`config.mk`:
```
export PLATFORM = sky130hd
export DESIGN_NAME = dram_refresh_ctrl
export DESIGN_NICKNAME = d
export VERILOG_FILES = /design/src/rtl/drc_pkg.sv /design/src/rtl/drc_refresh_timer.sv /design/src/rtl/drc_row_counter.sv /design/src/rtl/drc_addr_mux.sv /design/src/rtl/drc_sequencer.sv /design/src/rtl/dram_refresh_ctrl.sv
export SDC_FILE = /design/constraint.sdc
export NUM_CORES = 1
export LEC_CHECK = 0
export BUFFER_PORTS_ARGS = -buffer_cell sky130_fd_sc_hd__buf_4
export CELL_PAD_IN_SITES_DETAIL_PLACEMENT = 1
export CELL_PAD_IN_SITES_GLOBAL_PLACEMENT = 1
export CORE_MARGIN = 2
export CORE_UTILIZATION = 40
export CTS_BUF_LIST = sky130_fd_sc_hd__clkbuf_8 sky130_fd_sc_hd__clkbuf_16
export DETAILED_ROUTE_END_ITERATION = 12
export PLACE_DENSITY_LB_ADDON = 0.1
export SYNTH_ARGS = -nofsm -noshare
export SYNTH_HDL_FRONTEND = slang
export SYNTH_SLANG_ARGS = --single-unit
```
`constraint.sdc`:
```
create_clock -name clk -period 1.95 [get_ports clk]
set_input_delay 0.195 -clock clk [delete_from_list [all_inputs] [get_ports clk]]
set_output_delay 0.195 -clock clk [all_outputs]
set_load 0.005 [all_outputs]
```
`src/rtl/drc_pkg.sv`:
```
package drc_pkg;

  typedef enum logic [2:0] {
    ST_IDLE  = 3'd0,
    ST_SETUP = 3'd1,
    ST_ROW   = 3'd2,
    ST_COL   = 3'd3,
    ST_REF   = 3'd4,
    ST_PRE   = 3'd5
  } seq_state_t;

  // bits needed to hold a down-counter loaded with (largest phase - 1)
  function automatic int phase_cnt_width(input int a, input int b,
                                         input int c, input int d);
    int m;
    m = a;
    if (b > m) m = b;
    if (c > m) m = c;
    if (d > m) m = d;
    return (m < 2) ? 1 : $clog2(m);
  endfunction

endpackage

```
`src/rtl/drc_refresh_timer.sv`:
```
module drc_refresh_timer #(
  parameter int REF_INTERVAL = 3125
) (
  input  logic clk,
  input  logic rst,
  input  logic grant,
  output logic pending,
  output logic overrun
);
  localparam int IW = (REF_INTERVAL > 1) ? $clog2(REF_INTERVAL) : 1;

  logic [IW-1:0] ivl_cnt;
  logic          wrap;

  assign wrap = (ivl_cnt == IW'(REF_INTERVAL - 1));

  always_ff @(posedge clk) begin
    if (rst) begin
      ivl_cnt <= '0;
      pending <= 1'b0;
      overrun <= 1'b0;
    end else begin
      ivl_cnt <= wrap ? '0 : ivl_cnt + 1'b1;
      if (wrap) begin
        if (pending && !grant) overrun <= 1'b1;
        pending <= 1'b1;
      end else if (grant) begin
        pending <= 1'b0;
      end
    end
  end

  // an unserved request stays pending
  assert_pending_held_R9: assert property (@(posedge clk) disable iff (rst)
    (pending && !grant) |=> pending);

  // overrun is sticky
  assert_overrun_sticky_R9: assert property (@(posedge clk) disable iff (rst)
    overrun |=> overrun);

endmodule

```
`src/rtl/drc_row_counter.sv`:
```
module drc_row_counter #(
  parameter int ROW_W = 8
) (
  input  logic             clk,
  input  logic             rst,
  input  logic             inc,
  output logic [ROW_W-1:0] row
);
  always_ff @(posedge clk) begin
    if (rst)      row <= '0;
    else if (inc) row <= row + 1'b1;
  end

  // the counter only moves when a refresh cycle ends
  assert_row_hold_R4: assert property (@(posedge clk) disable iff (rst)
    !inc |=> $stable(row));

endmodule

```
`src/rtl/drc_addr_mux.sv`:
```
module drc_addr_mux #(
  parameter int ROW_W = 8
) (
  input  logic [2*ROW_W-1:0] word_addr,
  input  logic [ROW_W-1:0]   refresh_row,
  input  logic               use_refresh,
  input  logic               col_phase,
  output logic [ROW_W-1:0]   bus_addr
);
  logic [ROW_W-1:0] row_half;
  logic [ROW_W-1:0] col_half;

  assign row_half = word_addr[ROW_W-1:0];
  assign col_half = word_addr[2*ROW_W-1:ROW_W];

  always_comb begin
    if (use_refresh)    bus_addr = refresh_row;
    else if (col_phase) bus_addr = col_half;
    else                bus_addr = row_half;
  end
endmodule

```
`src/rtl/drc_sequencer.sv`:
```
module drc_sequencer
  import drc_pkg::*;
#(
  parameter int ROW_W  = 8,
  parameter int DATA_W = 8,
  parameter int T_RCD  = 2,
  parameter int T_CAS  = 2,
  parameter int T_RAS  = 3,
  parameter int T_RP   = 2
) (
  input  logic                 clk,
  input  logic                 rst,
  input  logic                 req_valid,
  input  logic                 req_write,
  input  logic [2*ROW_W-1:0]   req_addr,
  input  logic [DATA_W-1:0]    req_wdata,
  input  logic                 ref_pending,
  input  logic [ROW_W-1:0]     ref_row,
  output logic                 ref_grant,
  output logic                 row_inc,
  output logic                 req_ready,
  output logic [DATA_W-1:0]    req_rdata,
  output logic [ROW_W-1:0]     dram_addr,
  output logic                 dram_ras_n,
  output logic                 dram_cas_n,
  output logic                 dram_we_n,
  output logic [DATA_W-1:0]    dram_dq_out,
  output logic                 dram_dq_oe,
  input  logic [DATA_W-1:0]    dram_dq_in
);
  localparam int CW = phase_cnt_width(T_RCD, T_CAS, T_RAS, T_RP);
  localparam int AW = 2 * ROW_W;
  localparam int HW = (T_RP < 2) ? 1 : $clog2(T_RP + 1);

  seq_state_t        state_q, state_d;
  logic [CW-1:0]     cnt_q, cnt_d;
  logic [AW-1:0]     op_addr_q, op_addr_d;
  logic              op_wr_q, op_wr_d;
  logic              op_ref_q, op_ref_d;
  logic [DATA_W-1:0] op_data_q, op_data_d;
  logic              done;
  logic              col_phase;
  logic              strobe_row;
  logic              write_col;
  logic [ROW_W-1:0]  mux_addr;

  always_comb begin
    state_d   = state_q;
    cnt_d     = cnt_q;
    op_addr_d = op_addr_q;
    op_wr_d   = op_wr_q;
    op_ref_d  = op_ref_q;
    op_data_d = op_data_q;
    ref_grant = 1'b0;
    row_inc   = 1'b0;
    done      = 1'b0;
    case (state_q)
      ST_IDLE: begin
        if (ref_pending) begin
          op_ref_d  = 1'b1;
          ref_grant = 1'b1;
          state_d   = ST_SETUP;
        end else if (req_valid) begin
          op_ref_d  = 1'b0;
          op_addr_d = req_addr;
          op_wr_d   = req_write;
          op_data_d = req_wdata;
          state_d   = ST_SETUP;
        end
      end
      ST_SETUP: begin
        if (op_ref_q) begin
          state_d = ST_REF;
          cnt_d   = CW'(T_RAS - 1);
        end else begin
          state_d = ST_ROW;
          cnt_d   = CW'(T_RCD - 1);
        end
      end
      ST_ROW: begin
        if (cnt_q == '0) begin
          state_d = ST_COL;
          cnt_d   = CW'(T_CAS - 1);
        end else begin
          cnt_d = cnt_q - 1'b1;
        end
      end
      ST_COL: begin
        if (cnt_q == '0) begin
          done    = 1'b1;
          state_d = ST_PRE;
          cnt_d   = CW'(T_RP - 1);
        end else begin
          cnt_d = cnt_q - 1'b1;
        end
      end
      ST_REF: begin
        if (cnt_q == '0) begin
          row_inc = 1'b1;
          state_d = ST_PRE;
          cnt_d   = CW'(T_RP - 1);
        end else begin
          cnt_d = cnt_q - 1'b1;
        end
      end
      ST_PRE: begin
        if (cnt_q == '0) state_d = ST_IDLE;
        else             cnt_d   = cnt_q - 1'b1;
      end
      default: state_d = ST_IDLE;
    endcase
  end

  assign col_phase  = (state_d == ST_COL);
  assign strobe_row = (state_d == ST_ROW) || (state_d == ST_COL) || (state_d == ST_REF);
  assign write_col  = col_phase && op_wr_d;

  drc_addr_mux #(.ROW_W(ROW_W)) u_mux (
    .word_addr   (op_addr_d),
    .refresh_row (ref_row),
    .use_refresh (op_ref_d),
    .col_phase   (col_phase),
    .bus_addr    (mux_addr)
  );

  always_ff @(posedge clk) begin
    if (rst) begin
      state_q     <= ST_IDLE;
      cnt_q       <= '0;
      op_addr_q   <= '0;
      op_wr_q     <= 1'b0;
      op_ref_q    <= 1'b0;
      op_data_q   <= '0;
      dram_addr   <= '0;
      dram_ras_n  <= 1'b1;
      dram_cas_n  <= 1'b1;
      dram_we_n   <= 1'b1;
      dram_dq_oe  <= 1'b0;
      dram_dq_out <= '0;
      req_ready   <= 1'b0;
      req_rdata   <= '0;
    end else begin
      state_q     <= state_d;
      cnt_q       <= cnt_d;
      op_addr_q   <= op_addr_d;
      op_wr_q     <= op_wr_d;
      op_ref_q    <= op_ref_d;
      op_data_q   <= op_data_d;
      dram_addr   <= mux_addr;
      dram_ras_n  <= !strobe_row;
      dram_cas_n  <= !col_phase;
      dram_we_n   <= !write_col;
      dram_dq_oe  <= write_col;
      dram_dq_out <= op_data_d;
      req_ready   <= done;
      if (done) req_rdata <= dram_dq_in;
    end
  end

  // precharge watch: cycles with both strobes high, saturating at T_RP
  logic [HW-1:0] hi_cnt;
  always_ff @(posedge clk) begin
    if (rst) begin
      hi_cnt <= HW'(T_RP);
    end else if (dram_ras_n && dram_cas_n) begin
      if (hi_cnt != HW'(T_RP)) hi_cnt <= hi_cnt + 1'b1;
    end else begin
      hi_cnt <= '0;
    end
  end

  // the column strobe only inside a row strobe
  assert_cas_inside_ras_R3: assert property (@(posedge clk) disable iff (rst)
    !dram_cas_n |-> !dram_ras_n);

  // the column strobe never falls together with the row strobe
  assert_col_after_row_R2: assert property (@(posedge clk) disable iff (rst)
    $fell(dram_ras_n) |-> dram_cas_n);

  // the row address is set up before the row strobe falls
  assert_row_setup_R2: assert property (@(posedge clk) disable iff (rst)
    $fell(dram_ras_n) |-> $stable(dram_addr));

  // a refresh cycle never asserts the column strobe
  assert_refresh_no_cas_R4: assert property (@(posedge clk) disable iff (rst)
    (state_q == ST_REF) |-> (dram_cas_n && !dram_ras_n));

  // the refresh row advances by one after each refresh
  assert_row_step_R4: assert property (@(posedge clk) disable iff (rst)
    row_inc |=> (ref_row == ROW_W'($past(ref_row) + 1'b1)));

  // a pending refresh wins in idle
  assert_refresh_first_R6: assert property (@(posedge clk) disable iff (rst)
    (state_q == ST_IDLE && ref_pending) |=> (state_q == ST_SETUP && op_ref_q));

  // ready is a single-cycle pulse
  assert_ready_pulse_R7: assert property (@(posedge clk) disable iff (rst)
    req_ready |=> !req_ready);

  // precharge gap before every row strobe
  assert_precharge_gap_R8: assert property (@(posedge clk) disable iff (rst)
    $fell(dram_ras_n) |-> (hi_cnt >= HW'(T_RP)));

  // grant only takes a pending request
  assert_grant_pending_R9: assert property (@(posedge clk) disable iff (rst)
    ref_grant |-> ref_pending);

endmodule

```
`src/rtl/dram_refresh_ctrl.sv`:
```
module dram_refresh_ctrl #(
  parameter int ROW_W        = 8,
  parameter int DATA_W       = 8,
  parameter int CLK_MHZ      = 200,
  parameter int REFRESH_MS   = 4,
  parameter int REF_INTERVAL = (REFRESH_MS * 1000 * CLK_MHZ) / (1 << ROW_W),
  parameter int T_RCD        = 2,
  parameter int T_CAS        = 2,
  parameter int T_RAS        = 3,
  parameter int T_RP         = 2
) (
  input  logic                 clk,
  input  logic                 rst,
  input  logic                 req_valid,
  input  logic                 req_write,
  input  logic [2*ROW_W-1:0]   req_addr,
  input  logic [DATA_W-1:0]    req_wdata,
  output logic                 req_ready,
  output logic [DATA_W-1:0]    req_rdata,
  output logic [ROW_W-1:0]     dram_addr,
  output logic                 dram_ras_n,
  output logic                 dram_cas_n,
  output logic                 dram_we_n,
  output logic [DATA_W-1:0]    dram_dq_out,
  output logic                 dram_dq_oe,
  input  logic [DATA_W-1:0]    dram_dq_in,
  output logic                 refresh_overrun
);
  logic             ref_pending;
  logic             ref_grant;
  logic             row_inc;
  logic [ROW_W-1:0] ref_row;

  drc_refresh_timer #(.REF_INTERVAL(REF_INTERVAL)) u_timer (
    .clk     (clk),
    .rst     (rst),
    .grant   (ref_grant),
    .pending (ref_pending),
    .overrun (refresh_overrun)
  );

  drc_row_counter #(.ROW_W(ROW_W)) u_rowcnt (
    .clk (clk),
    .rst (rst),
    .inc (row_inc),
    .row (ref_row)
  );

  drc_sequencer #(
    .ROW_W (ROW_W), .DATA_W(DATA_W),
    .T_RCD (T_RCD), .T_CAS (T_CAS), .T_RAS(T_RAS), .T_RP(T_RP)
  ) u_seq (
    .clk         (clk),
    .rst         (rst),
    .req_valid   (req_valid),
    .req_write   (req_write),
    .req_addr    (req_addr),
    .req_wdata   (req_wdata),
    .ref_pending (ref_pending),
    .ref_row     (ref_row),
    .ref_grant   (ref_grant),
    .row_inc     (row_inc),
    .req_ready   (req_ready),
    .req_rdata   (req_rdata),
    .dram_addr   (dram_addr),
    .dram_ras_n  (dram_ras_n),
    .dram_cas_n  (dram_cas_n),
    .dram_we_n   (dram_we_n),
    .dram_dq_out (dram_dq_out),
    .dram_dq_oe  (dram_dq_oe),
    .dram_dq_in  (dram_dq_in)
  );
endmodule

```
==> results of run 1 <==
worst paths after layout:
path	from	end	slack [ns]	cells past startpoint
worst max-delay path	u_seq.cnt_q[0]	u_rowcnt.row[4]	0.25	8
worst min-delay path	req_wdata[1]	u_seq.dram_dq_out[1]	0.09	3
worst max register to register	u_seq.cnt_q[0]	u_rowcnt.row[4]	0.25	8
worst min register to register	u_seq.op_addr_q[6]	u_seq.op_addr_q[6]	0.46	2
placed cells by master, fill, tap and decap left out, types with 2 or more instances in the layout:
master      synthesis  final
nor2_1             26     26
nand2_1            73     73
xor2_1             14     14
ha_1                5      5
buf_4               4     80
nand3_1            17     17
or4_1               2      2
or3_1               3      3
and4_1              2      2
dfxtp_1            74     74
nor3_1              4      4
inv_1              10     10
a21o_1              2      2
nand3_2             7      7
a21oi_1            39     39
nor2b_1             2      2
xnor2_1             5      5
nand4_1             7      7
a32o_1              8      8
clkinvlp_4          0      3
clkinv_2            0      2
and3_1              4      4
a211oi_1            2      2
o21ai_0            10     10
clkbuf_8            0     10
mux2i_1             4      4
nand2b_1           10     10
worst max-delay path, delay by kind of cell, from the launching register on:
family | cells | cell delay, ns
xor+xnor | 1 | 0.17
simple gates | 3 | 0.40
buf+inv | 3 | 0.46
fa+ha+maj | 1 | 0.22
flops | 1 | 0.33
flip-flops by register name (all words and copies together) (netlist names):
register / count
u_seq.dram_addr: 8
u_seq.state_q: 3
u_seq.dram_ras_n: 1
u_seq.op_wr_q: 1
u_seq.op_ref_q: 1
u_seq.dram_we_n: 1
u_seq.req_rdata: 8
u_timer.pending: 1
u_timer.overrun: 1
u_seq.cnt_q: 2
u_seq.op_addr_q: 16
u_seq.dram_cas_n: 1
u_seq.dram_dq_out: 8
u_timer.ivl_cnt: 12
u_seq.dram_dq_oe: 1
u_rowcnt.row: 8
u_seq.req_ready: 1
through the flow:
step	total power, mW	instances	utilization [%]	hold WS (ns)
finish	3.49	545	51.3	0.0876
global route	3.71	545	51.3	0.0645
CTS	3.55	545	51.3	0.0609
detailed placement	2.45	529	48.9	0.450
global placement	2.43	529	48.9	0.438
floorplan	2.16	371	-	0.331
cell type report:
class	count	area (sq um)
sequential	74	1480
fill	980	3750
clock buffer	10	138
clock inverter	6	41.3
timing repair buffer	80	601
multi-input combinational	263	1520
inverter	10	37.5
tap	102	128
layer usage:
metal / part of all wire [%] / GRT usage [%] / vias to the layer above
li1: - / - / 1394
met1: 47 / 24.8 / 1307
met2: 47 / 30.7 / 46
met3: 4.9 / 6.43 / 4
met4: 0.37 / 4.90 / 0
met5: 0 / 0 / -
power by group through the flow:
stage,clock [mW],combinational [mW],sequential [mW]
CTS,1.13,0.748,1.67
global route,1.20,0.825,1.68
finish,1.08,0.737,1.67
detailed placement,0,0.744,1.71
floorplan,0,0.455,1.70
global placement,0,0.730,1.70
cell families after synthesis:
family	synth area share [%]
adder cells (fa/ha/maj)	1.98
XOR/XNOR	5.27
AND/OR/NAND/NOR	26.1
flip-flops	46.9
buffers and inverters	5.04
AO/OA/AOI/OAI	13.4
multiplexers	1.27
==> impl_metrics.ini, run 1 <==
[cts]
cts_max_level = 3
cts.path.max_buffers = 2
cts_setup_buffers = 0
clkTransAtPathRegs_ns = 0.08
clockRootBuffer = clkbuf_8
clock-sinks = 74
worstSkewPairLatency_ns = 0.34
cts_hold_buf = 0
cts_resized = 0
cts_tree = yes
cts_buffers = 9

[yosys]
yosysTopAreaCellShare_pct = 46.9
synth_flop_cell = dfxtp_1
synth_nets = 412
ys_top_cells_by_area = dfxtp_1, nand2_1, a21oi_1, xor2_1, nor2_1
async_flop_share_pct = 0
ys_types = 45
synth_most_common_cell = dfxtp_1
ys_ff_latch = 74
postSynthAreaPerCell_sq_um = 8.51
yosys_warnings = 0
syn_inst = 371
synth_seq_area_share_pct = 46.9
synth_edf_count = 0
synth_common_cells = dfxtp_1, nand2_1, a21oi_1
yosys.area.top_type = dfxtp_1
synth_area_sq_um = 3160

[detailed_routing]
ant_nets = 0
drc = 0
vias = 2751
wl_per_cell_um = 14.5
vias_per_cell = 5.05
drt_wl_total_um = 7890
first_iter_violations = 86
first_pass_iters = 4

[sta]
period_share_pct = 87.3
hold_viol = 0
fin_setup_tns_ns = 0
finalCriticalPeriod_ns = 1.70
rsz0062_at_grt = false
tightest_slew_ns = 0.484
relSlewSlack_pct = 67.6
finalSetupViolations = 0
fin_skew_ns = 0.00763
timing.fmax_ghz = 0.587
slew_viol_final = 0
setup_slack_ns = 0.247

[grt]
grt_pass1_vias = 2757
grt_overflow_total = 0
grt_pass1_wl_um = 13300
antenna_found_initial = 0
track_usage_pct = 19.2
grt_max_degree = 33

[power_and_ir_drop]
p_int_mw = 2.44
powerDensity_nw_per_um2 = 885
switchingPower_mw = 1.05
swShare_pct = 30.1
ir_worst_vdd_mv = 0.390
p_seq_share_pct = 47.9
leakage_nw = 1.60
p_comb_share_pct = 21.1
p_clk_share_pct = 31.0

[die]
ios = 66
die-area_sq_um = 8620
die_w_um = 92.8
die_y_um = 92.8
num_rows = 32
initial_core_util_pct = 41.0
core_sq_um = 7690

[placement]
gp_congestion = 0.777
hpwlAfterDp_um = 5790
portBuffers = 65
placed_cell_area_sq_um = 3760
dp_slack_ns = 0.264

[final_layout]
n_antenna_cell = 0
drive_above_1_share_pct = 24.2
final_nets = 479
syn_to_final_growth_pct = 24.9
final_area_sq_um = 3940

[critical_path]
crit_path_max_fanout = 8
crit_required_ns = 2.18
arrival_ns = 1.93
critPathKind = flop to flop
slowest_stage = dfxtp_1
cp_slowest_stage_delay_ns = 0.33
path_cells = inv_1 > ha_1 > buf_4 > nor4bb_1 > buf_4 > nand4_1 > xor2_1 > nor2_1
cp-start-kind = flop
cp_common_cell = buf_4
worst_setup_path_end_kind = flop

[worst_hold_path]
hold_class = primary input to flop

[status]
run_status = completed

[run]
drv_cap = 0
Note: power is estimated with default switching activity, not from simulation.
==> run 2, diff against run 1 <==
CELL_PAD_IN_SITES_DETAIL_PLACEMENT = unset   (was 1)
CELL_PAD_IN_SITES_GLOBAL_PLACEMENT = unset   (was 1)
CORE_UTILIZATION = 54   (was 40)
==> run 2 against run 1 <==
  * Total power decreased by 0.50%
  * Sequential power is essentially flat
  * Routed wire length shrank 11%
  * Critical path depth decreased by 1
  * Largest power group unchanged
  * Combinational power down 0.9%
  * Register-to-register slack got worse by 0.02 ns
  * Non-clock buffer count shrank 1
  * Highest routed layer unchanged
  * First-iteration DRC count grew to 2.7 times the previous value
  * Largest cell class unchanged
  * Die area fell by 25%
  * Fmax fell by 1.0%
  * Sequential share of layout area is 0.30 points higher
  * Setup slack got worse by 0.018 ns
==> impl_metrics.ini, run 2 (synthesis results as in run 1) <==
[final_layout]
fin_util_pct = 70.1
final_common_cell = buf_4
largest_register_ff_count = 16
syn_to_final_growth_pct = 23.9
drive_above_1_share_pct = 24.0
final_nets = 478
seqCellArea_sq_um = 1480
reg.largest.list = u_seq.op_addr_q: 16 flops, u_timer.ivl_cnt: 12 flops
layout_common_cells = buf_4, dfxtp_1, nand2_1, a21oi_1, nor2_1
multi_input_area_sq_um = 1520
regMostFlops = u_seq.op_addr_q
fill_cells = 487
n_antenna_cell = 0

[cts]
cts_tree = yes
clockRootBuffer = clkbuf_8
worstSkewPairLatency_ns = 0.34
cts_hold_buf = 0
clock-sinks = 74
cts_setup_buffers = 0
cts_buffers = 9
cts.path.max_buffers = 2
cts_resized = 0
clkTransAtPathRegs_ns = 0.08
cts_max_level = 3

[detailed_routing]
drt_wl_total_um = 7060
first_iter_violations = 235
wl_per_cell_um = 13.7
vias = 2740
ant_nets = 0
first_pass_iters = 4
vias_per_cell = 5.33
drc = 0

[sta]
setup_slack_ns = 0.229
slew_viol_final = 0
tightest_slew_ns = 0.382
fin_skew_ns = 0.0117
period_share_pct = 88.3
relSlewSlack_pct = 74.2
finalCriticalPeriod_ns = 1.72
timing.fmax_ghz = 0.581
fin_setup_tns_ns = 0
finalSetupViolations = 0
rsz0062_at_grt = false
hold_viol = 0

[grt]
grt_pass1_vias = 2609
antenna_found_initial = 0
track_usage_pct = 23.3
grt_pass1_wl_um = 11700
grt_max_degree = 32
grt_overflow_total = 0

[power_and_ir_drop]
swShare_pct = 29.5
p_int_mw = 2.45
switchingPower_mw = 1.03
p_clk_share_pct = 30.9
ir_worst_vdd_mv = 0.519
p_seq_share_pct = 48.1
power_mw = 3.47
leakage_nw = 1.60
p_comb_share_pct = 21.0
powerDensity_nw_per_um2 = 888

[critical_path]
r2r-start = u_seq.cnt_q[0]
critPathKind = flop to flop
crit_path_max_fanout = 9
worstSetupStartpoint = u_seq.cnt_q[0]
r2r_slack_ns = 0.23
crit_required_ns = 2.19
worst_setup_path_end_kind = flop
timing.rr.end = u_seq.dram_addr[2]
arrival_ns = 1.96
rr_worst_depth = 7
crit_end = u_seq.dram_addr[2]
cp-start-kind = flop

[placement]
portBuffers = 65
gp_congestion = 0.831
hpwlAfterDp_um = 4970
dp_slack_ns = 0.244

[worst_hold_path]
hold_class = primary input to flop
holdPathStages = 3

[die]
die_y_um = 80.4
initial_core_util_pct = 56.6
num_rows = 27
ios = 66
die-area_sq_um = 6470
die_w_um = 80.4
core_sq_um = 5570

[run]
drv_cap = 0

[status]
run_status = completed
[run 2: how the worst min path moves through the flow]
stage	from	to	slack (ns)
CTS	req_addr[11]	u_seq.op_addr_q[11]	0.08
finish	req_addr[11]	u_seq.op_addr_q[11]	0.09
global route	dram_dq_in[5]	u_seq.req_rdata[5]	0.08
floorplan	req_addr[0]	u_seq.op_addr_q[0]	0.33
detailed placement	u_seq.op_addr_q[9]	u_seq.op_addr_q[9]	0.45
global placement	u_seq.op_addr_q[0]	u_seq.op_addr_q[0]	0.44
[run 2: worst max-delay path, cell delays in order (launching register included)]
cell and delay [ns]:
dfxtp_1 0.37, inv_1 0.07, ha_1 0.28, xnor2_1 0.16, buf_4 0.16, o21ai_0 0.23, nand3_2 0.09, a32o_1 0.25
[run 2: final cells by class]
class / instances / share of cell area, %
multi-input combinational: 263 / 38.8
sequential: 74 / 37.9
timing repair buffer: 79 / 15.5
clock buffer: 10 / 3.52
tap: 72 / 2.30
clock inverter: 6 / 1.09
inverter: 10 / 0.960
[run 2: power by group through the flow]
stage,sequential (mW),combinational (mW),clock (mW)
2_1_floorplan,1.70,0.455,0
3_3_place_gp,1.70,0.711,0
3_5_place_dp,1.70,0.727,0
4_1_cts,1.67,0.731,1.10
5_1_grt,1.68,0.813,1.16
6_report,1.67,0.730,1.07
[run 2: routing by layer]
metal	part of all wire, %	vias up	global-route usage, %	wire (um)
met5	0	-	0	0
met3	7.4	12	7.64	525
li1	-	1395	-	-
met4	1.7	0	10.2	117
met2	44	97	33.8	3090
met1	47	1236	31.6	3320
[run 2: stage by stage]
| stage | instances | instance area, sq um | hold WS [ns] |
|---|---|---|---|
| 2_1_floorplan | 371 | 3160 | 0.331 |
| 3_3_place_gp | 498 | 3730 | 0.441 |
| 3_5_place_dp | 498 | 3730 | 0.448 |
| 4_1_cts | 514 | 3910 | 0.0774 |
| 5_1_grt | 514 | 3910 | 0.0791 |
| 6_report | 514 | 3910 | 0.0893 |
